--- src/rtl/ecc_fix_pkg.sv ---
package ecc_fix_pkg;

  typedef enum logic [1:0] {
    ST_CLEAN = 2'b00,
    ST_FIXED = 2'b01,
    ST_FAIL  = 2'b10
  } ecc_status_e;

  typedef enum logic [1:0] {
    PH_IDLE  = 2'b00,
    PH_READ  = 2'b01,
    PH_WRITE = 2'b10
  } patch_phase_e;

  typedef struct packed {
    ecc_status_e status;
    logic        patch;
  } verdict_t;

endpackage

--- src/rtl/ecc_code_packer.sv ---
module ecc_code_packer #(
  parameter int HALF_W = 12,
  parameter int HI_LSB = 16,
  parameter int RAW_W  = 32,
  localparam int CODE_W = 2 * HALF_W
) (
  input  logic [RAW_W-1:0]  raw_i,
  output logic [CODE_W-1:0] code_o
);

  // each half of the code comes from its own field of the raw word, inverted
  for (genvar h = 0; h < 2; h++) begin : g_half
    assign code_o[h*HALF_W +: HALF_W] = ~raw_i[h*HI_LSB +: HALF_W];
  end

  logic unused_raw;
  assign unused_raw = ^raw_i;

endmodule

--- src/rtl/ecc_diff_judge.sv ---
module ecc_diff_judge
  import ecc_fix_pkg::*;
#(
  parameter int HALF_W      = 12,
  parameter int CHUNK_BYTES = 512,
  localparam int CODE_W = 2 * HALF_W,
  localparam int IDX_W  = HALF_W - 3
) (
  input  logic [CODE_W-1:0] calc_i,
  input  logic [CODE_W-1:0] stored_i,
  output verdict_t          verdict_o,
  output logic [IDX_W-1:0]  byte_o,
  output logic [2:0]        bit_o
);

  localparam int unsigned LIMIT = CHUNK_BYTES;

  logic [CODE_W-1:0] diff;
  logic [HALF_W-1:0] hi_half;
  logic [HALF_W-1:0] lo_half;
  logic              is_zero;
  logic              halves_comp;
  logic              one_hot;
  logic              in_range;

  assign diff        = calc_i ^ stored_i;
  assign hi_half     = diff[CODE_W-1:HALF_W];
  assign lo_half     = diff[HALF_W-1:0];
  assign is_zero     = (diff == '0);
  assign halves_comp = ((hi_half ^ lo_half) == {HALF_W{1'b1}});
  assign one_hot     = !is_zero && ((diff & (diff - CODE_W'(1))) == '0);
  assign byte_o      = diff[CODE_W-1:HALF_W+3];
  assign bit_o       = diff[HALF_W+2:HALF_W];
  assign in_range    = (32'(byte_o) < LIMIT);

  always_comb begin
    verdict_o.patch  = 1'b0;
    verdict_o.status = ST_FAIL;
    if (is_zero) begin
      verdict_o.status = ST_CLEAN;
    end else if (halves_comp) begin
      if (in_range) begin
        verdict_o.patch  = 1'b1;
        verdict_o.status = ST_FIXED;
      end
    end else if (one_hot) begin
      verdict_o.status = ST_FIXED;
    end
  end

endmodule

--- src/rtl/ecc_patch_seq.sv ---
module ecc_patch_seq
  import ecc_fix_pkg::*;
#(
  parameter int IDX_W = 9
) (
  input  logic             clk,
  input  logic             rst_n,
  input  logic             launch_i,
  input  verdict_t         verdict_i,
  input  logic [IDX_W-1:0] byte_i,
  input  logic [2:0]       bit_i,
  output logic             rd_en_o,
  output logic             wr_en_o,
  output logic [IDX_W-1:0] addr_o,
  input  logic [7:0]       rdata_i,
  output logic [7:0]       wdata_o,
  output logic             done_o,
  output ecc_status_e      status_o
);

  patch_phase_e     ph_q, ph_d;
  logic [IDX_W-1:0] addr_q, addr_d;
  logic [7:0]       mask_q, mask_d;
  logic [7:0]       wdata_q, wdata_d;
  ecc_status_e      status_q, status_d;
  logic             rd_q, rd_d;
  logic             wr_q, wr_d;
  logic             done_q, done_d;
  logic             addr_en, mask_en, wdata_en, status_en;

  always_comb begin
    ph_d      = ph_q;
    rd_d      = 1'b0;
    wr_d      = 1'b0;
    done_d    = 1'b0;
    addr_en   = 1'b0;
    mask_en   = 1'b0;
    wdata_en  = 1'b0;
    status_en = 1'b0;
    addr_d    = byte_i;
    mask_d    = 8'(1) << bit_i;
    wdata_d   = rdata_i ^ mask_q;
    status_d  = verdict_i.status;
    unique case (ph_q)
      PH_IDLE: begin
        if (launch_i) begin
          if (verdict_i.patch) begin
            rd_d    = 1'b1;
            addr_en = 1'b1;
            mask_en = 1'b1;
            ph_d    = PH_READ;
          end else begin
            done_d    = 1'b1;
            status_en = 1'b1;
          end
        end
      end
      PH_READ: begin
        ph_d = PH_WRITE;
      end
      PH_WRITE: begin
        wr_d      = 1'b1;
        wdata_en  = 1'b1;
        done_d    = 1'b1;
        status_en = 1'b1;
        status_d  = ST_FIXED;
        ph_d      = PH_IDLE;
      end
      default: begin
        ph_d = PH_IDLE;
      end
    endcase
  end

  always_ff @(posedge clk or negedge rst_n) begin
    if (!rst_n) begin
      ph_q     <= PH_IDLE;
      rd_q     <= 1'b0;
      wr_q     <= 1'b0;
      done_q   <= 1'b0;
      addr_q   <= '0;
      mask_q   <= '0;
      wdata_q  <= '0;
      status_q <= ST_CLEAN;
    end else begin
      ph_q   <= ph_d;
      rd_q   <= rd_d;
      wr_q   <= wr_d;
      done_q <= done_d;
      if (addr_en)   addr_q   <= addr_d;
      if (mask_en)   mask_q   <= mask_d;
      if (wdata_en)  wdata_q  <= wdata_d;
      if (status_en) status_q <= status_d;
    end
  end

  assign rd_en_o  = rd_q;
  assign wr_en_o  = wr_q;
  assign addr_o   = addr_q;
  assign wdata_o  = wdata_q;
  assign done_o   = done_q;
  assign status_o = status_q;

  // a write-back always comes two cycles after its read strobe
  a_r7_write_follows_read: assert property (@(posedge clk) disable iff (!rst_n)
    wr_en_o |-> $past(rd_en_o, 2));

  // the repaired byte differs from the byte read in exactly one bit
  a_r3_single_bit_flip: assert property (@(posedge clk) disable iff (!rst_n)
    wr_en_o |-> ($countones(wdata_o ^ $past(rdata_i)) == 1));

  // the address is held from the read to the write
  a_r7_addr_held: assert property (@(posedge clk) disable iff (!rst_n)
    wr_en_o |-> (addr_o == $past(addr_o, 2)));

  // no second read while a patch is in flight
  a_r8_busy_no_read: assert property (@(posedge clk) disable iff (!rst_n)
    rd_en_o |=> !rd_en_o);

endmodule

--- src/rtl/hamming_chunk_corrector.sv ---
module hamming_chunk_corrector
  import ecc_fix_pkg::*;
#(
  parameter int HALF_W      = 12,
  parameter int HI_LSB      = 16,
  parameter int RAW_W       = 32,
  parameter int CHUNK_BYTES = 512,
  localparam int CODE_W = 2 * HALF_W,
  localparam int IDX_W  = HALF_W - 3
) (
  input  logic              clk,
  input  logic              rst_n,
  input  logic [RAW_W-1:0]  raw_parity_i,
  output logic [CODE_W-1:0] packed_code_o,
  input  logic              start_i,
  input  logic [CODE_W-1:0] calc_code_i,
  input  logic [CODE_W-1:0] stored_code_i,
  output logic              buf_rd_en_o,
  output logic              buf_wr_en_o,
  output logic [IDX_W-1:0]  buf_addr_o,
  input  logic [7:0]        buf_rdata_i,
  output logic [7:0]        buf_wdata_o,
  output logic              done_o,
  output logic [1:0]        status_o
);

  verdict_t         verdict;
  logic [IDX_W-1:0] err_byte;
  logic [2:0]       err_bit;
  ecc_status_e      status_e;

  ecc_code_packer #(
    .HALF_W (HALF_W),
    .HI_LSB (HI_LSB),
    .RAW_W  (RAW_W)
  ) u_packer (
    .raw_i  (raw_parity_i),
    .code_o (packed_code_o)
  );

  ecc_diff_judge #(
    .HALF_W      (HALF_W),
    .CHUNK_BYTES (CHUNK_BYTES)
  ) u_judge (
    .calc_i    (calc_code_i),
    .stored_i  (stored_code_i),
    .verdict_o (verdict),
    .byte_o    (err_byte),
    .bit_o     (err_bit)
  );

  ecc_patch_seq #(
    .IDX_W (IDX_W)
  ) u_seq (
    .clk       (clk),
    .rst_n     (rst_n),
    .launch_i  (start_i),
    .verdict_i (verdict),
    .byte_i    (err_byte),
    .bit_i     (err_bit),
    .rd_en_o   (buf_rd_en_o),
    .wr_en_o   (buf_wr_en_o),
    .addr_o    (buf_addr_o),
    .rdata_i   (buf_rdata_i),
    .wdata_o   (buf_wdata_o),
    .done_o    (done_o),
    .status_o  (status_e)
  );

  assign status_o = status_e;

  // a clean verdict is reported in the cycle after the request
  a_r2_clean_after_start: assert property (@(posedge clk) disable iff (!rst_n)
    (done_o && status_o == ST_CLEAN) |-> $past(start_i));

  // an uncorrectable verdict never comes with a write
  a_r4_fail_no_write: assert property (@(posedge clk) disable iff (!rst_n)
    (done_o && status_o == ST_FAIL) |-> !buf_wr_en_o);

  // a corrected verdict without a write answers the request of the previous cycle
  a_r5_checkbit_quick: assert property (@(posedge clk) disable iff (!rst_n)
    (done_o && status_o == ST_FIXED && !buf_wr_en_o) |-> $past(start_i));

  // a write-back is always flagged as done with corrected status
  a_r7_write_is_done: assert property (@(posedge clk) disable iff (!rst_n)
    buf_wr_en_o |-> (done_o && status_o == ST_FIXED));

endmodule

--- config.mk ---
export PLATFORM = sky130hd
export DESIGN_NAME = hamming_chunk_corrector
export DESIGN_NICKNAME = d
export VERILOG_FILES = /design/src/rtl/ecc_fix_pkg.sv /design/src/rtl/ecc_code_packer.sv /design/src/rtl/ecc_diff_judge.sv /design/src/rtl/ecc_patch_seq.sv /design/src/rtl/hamming_chunk_corrector.sv
export SDC_FILE = /design/constraint.sdc
export NUM_CORES = 1
export LEC_CHECK = 0
export ABC_CLOCK_PERIOD_IN_PS = 2200
export BUFFER_PORTS_ARGS = -buffer_cell sky130_fd_sc_hd__buf_2
export CAP_MARGIN = 20
export CORE_MARGIN = 3
export CORE_UTILIZATION = 42
export CTS_CLUSTER_DIAMETER = 100
export CTS_CLUSTER_SIZE = 10
export DETAILED_ROUTE_END_ITERATION = 10
export PLACE_DENSITY_LB_ADDON = 0.25
export SLEW_MARGIN = 40
export SYNTH_ARGS = -nofsm -noshare
export SYNTH_HDL_FRONTEND = slang
export SYNTH_SLANG_ARGS = --single-unit
--- constraint.sdc ---
create_clock -name clk -period 2.2 [get_ports clk]
set_input_delay 0.33 -clock clk [delete_from_list [all_inputs] [get_ports clk]]
set_output_delay 0.33 -clock clk [all_outputs]
set_load 0.01 [all_outputs]
==> reports/results.ini <==
[global_routing]
grt_pass1_vias=1945
antenna_found_initial=0
grt_pass1_wl_mm=8.27
grt_max_degree=33
overflow=0
track_usage_pct=19.4

[critical_path]
critPathRequiredTime_ns=2.37
critical_path_class=input pin to flip-flop
critical_path_arrival_ns=2.30
endpoint_kind=flip-flop
crit_fanout=14
critPathLaunchType=input pin

[yosys]
syn-num-nets=314
synth_top_cell_by_area=dfrtp_1
yosys_warnings=0
synth_ff_type=dfrtp_1
synth_area_leaders=dfrtp_1, xnor2_1, xor2_1, nand2_1, inv_1
synthesis.area_sq_mm=0.00199
synthCells=223
yosysSeqAreaShare_pct=40.2
synth_top_area_share_pct=40.2
async_flop_share_pct=100
ys_types=37
synth-seq-cells=32
synth-edff-count=0
synth_commonest_cells=dfrtp_1, nand2_1, inv_1, xnor2_1, xor2_1
syn_area_per_cell_sq_um=8.93

[flow_run]
maxCapViolCount=0

[routing]
drc=0
first_pass_iters=4
viasPerCell=4.73
routed-via-count=2102
antenna_left=0
wirelength_mm=5.35
first_iter_violations=64
post_drt_wl_per_cell_um=12.1

[placed_design]
dp_hpwl_mm=4.32
post-place-ws_ns=-0.273
place_congestion=0.904
port_buffers=128
dp_cells=433
dpl-instance-area_sq_mm=0.00311

[layout]
drive_gt1_share_pct=51.8
fillers=351
design_area_sq_mm=0.00333
n_antenna_cell=0
area_growth_pct=67.3
finish.utilization_pct=74.5
nets=482
stdcell_count=444

[clock_network]
root_buffer=clkbuf_8
clockBufferDepth=2
htree_levels=2
path_clk_slew_ns=0.06
clock-sinks=32
cts_tree=done
worstSkewPairLatency_ns=0.28
cts_made_buffers=5

[floorplan]
num_rows=24
die_h_um=74.9
dieArea_sq_mm=0.00560
ios=137
die_w_um=74.9
coreArea_sq_mm=0.00447
start_util_pct=44.5

[sta]
fin_crit_ns=2.13
slew_violations=0
tightest_slew_ns=0.675
setup_viol=0
final_hold_viol_count=0
fmax_mhz=470
slew_headroom_pct=55.0
setup_slack_ns=0.0730
fin_skew_ns=0.00288
final.period_utilization_pct=96.7

[run_status]
status=finished clean

[pwr]
power-per-cell-area_mw_per_mm2=462
total_leakage_power_uw=0.00174
ir_worst_vdd_mv=0.279

[worst_hold_path]
min_path_type=input pin to async pin

==> sequential cells by signal, indices dropped and copies added (netlist names) <==
signal          count
u_seq.mask_q        8
u_seq.ph_q          2
u_seq.addr_o        9
u_seq.rd_en_o       1
u_seq.done_o        1
u_seq.wdata_o       8
u_seq.wr_en_o       1
u_seq.status_o      2
==> area by class of cell <==
type	count	area, sq um	share of cell area (%)
multi-input cells	157	1300	39.1
clock buffers	8	90.1	2.70
repair buffers	167	970	29.1
inverters	28	105	3.15
well taps	52	65.1	1.95
flip-flops and latches	32	801	24.0
==> layer usage <==
metal / wire (um) / global-route usage (%) / vias up
li1: - / - / 1067
met1: 2060 / 22.2 / 937
met2: 2800 / 35.7 / 92
met3: 413 / 3.47 / 6
met4: 79 / 7.11 / 0
met5: 0 / 0 / -
==> power breakdown <==
part / switching, uW / total, uW / internal (uW)
logic: 234 / 476 / 242
clock network: 206 / 461 / 255
registers: 5.10 / 604 / 598
total: 445 / 1540 / 1100
==> through the flow <==
stage	total power, uW	hold WS (ns)	setup TNS [ns]
2_1_floorplan	826	0.0344	0
3_3_place_gp	1060	0.401	-3.58
3_5_place_dp	1070	0.412	-3.83
4_1_cts	1530	0.106	0
5_1_grt	1620	0.137	-0.0306
6_report	1540	0.0764	0
==> layout by cell type (no fill, tap or decap), drive strengths merged <==
cell and n:
a2111oi 1, a211oi 2, a21oi 6, a221oi 1, a32o 1, and2 1, buf 166, clkbuf 9
dfrtp 32, inv 28, maj3 1, mux2 4, mux2i 1, nand2 32, nand2b 3, nand3 4
nand3b 1, nand4 3, nor2 4, nor2b 1, nor3 4, nor4 6, o211ai 1, o21a 1
o21ai 19, o221ai 1, o22ai 1, o31ai 2, o41ai 4, or2 1, or3 2, or4b 1
xnor2 26, xor2 22
==> critical path, cell delays in order <==
cell and delay, ns:
buf_2 0.13, xor2_4 0.20, xor2_1 0.17, nor4_1 0.29
nand3_1 0.16, or4b_4 0.55, buf_12 0.18, mux2_4 0.29
==> path summary, 6_finish.rpt <==
path                                       start           endpoint  slack (ns)  cells after the start
worst max-delay path            stored_code_i[7]    u_seq.addr_o[2]        0.07                      8
worst min-delay path                       rst_n   u_seq.wdata_o[1]        0.08                      1
worst max register to register     u_seq.ph_q[1]    u_seq.addr_o[2]        0.60                      3
worst min register to register  u_seq.wdata_o[1]   u_seq.wdata_o[1]        0.48                      2
max in group asynchronous                  rst_n  u_seq.status_o[0]        1.68                      1
min in group clk                  buf_rdata_i[5]   u_seq.wdata_o[5]        0.33                      3
==> what timing repair did <==
item	in CTS	in global routing
setup buffers	0	2
endpoints found under the setup margin	0	15
resized for setup	0	16
hold buffers	0	0
==> kinds of logic (layout without fill, tap and decap cells) <==
kind of cell | count (synthesis) | after routing | synth area share [%]
buffers and inverters | 34 | 203 | 6.85
adders and majority gates | 1 | 1 | 0.503
xor gates and xnor gates | 48 | 48 | 21.9
and+or+nand+nor | 63 | 63 | 15.0
DFF | 32 | 32 | 40.2
muxes | 5 | 5 | 3.14
AOI/OAI and AO/OA | 40 | 40 | 12.4
Power figures use the tool's default switching activity.
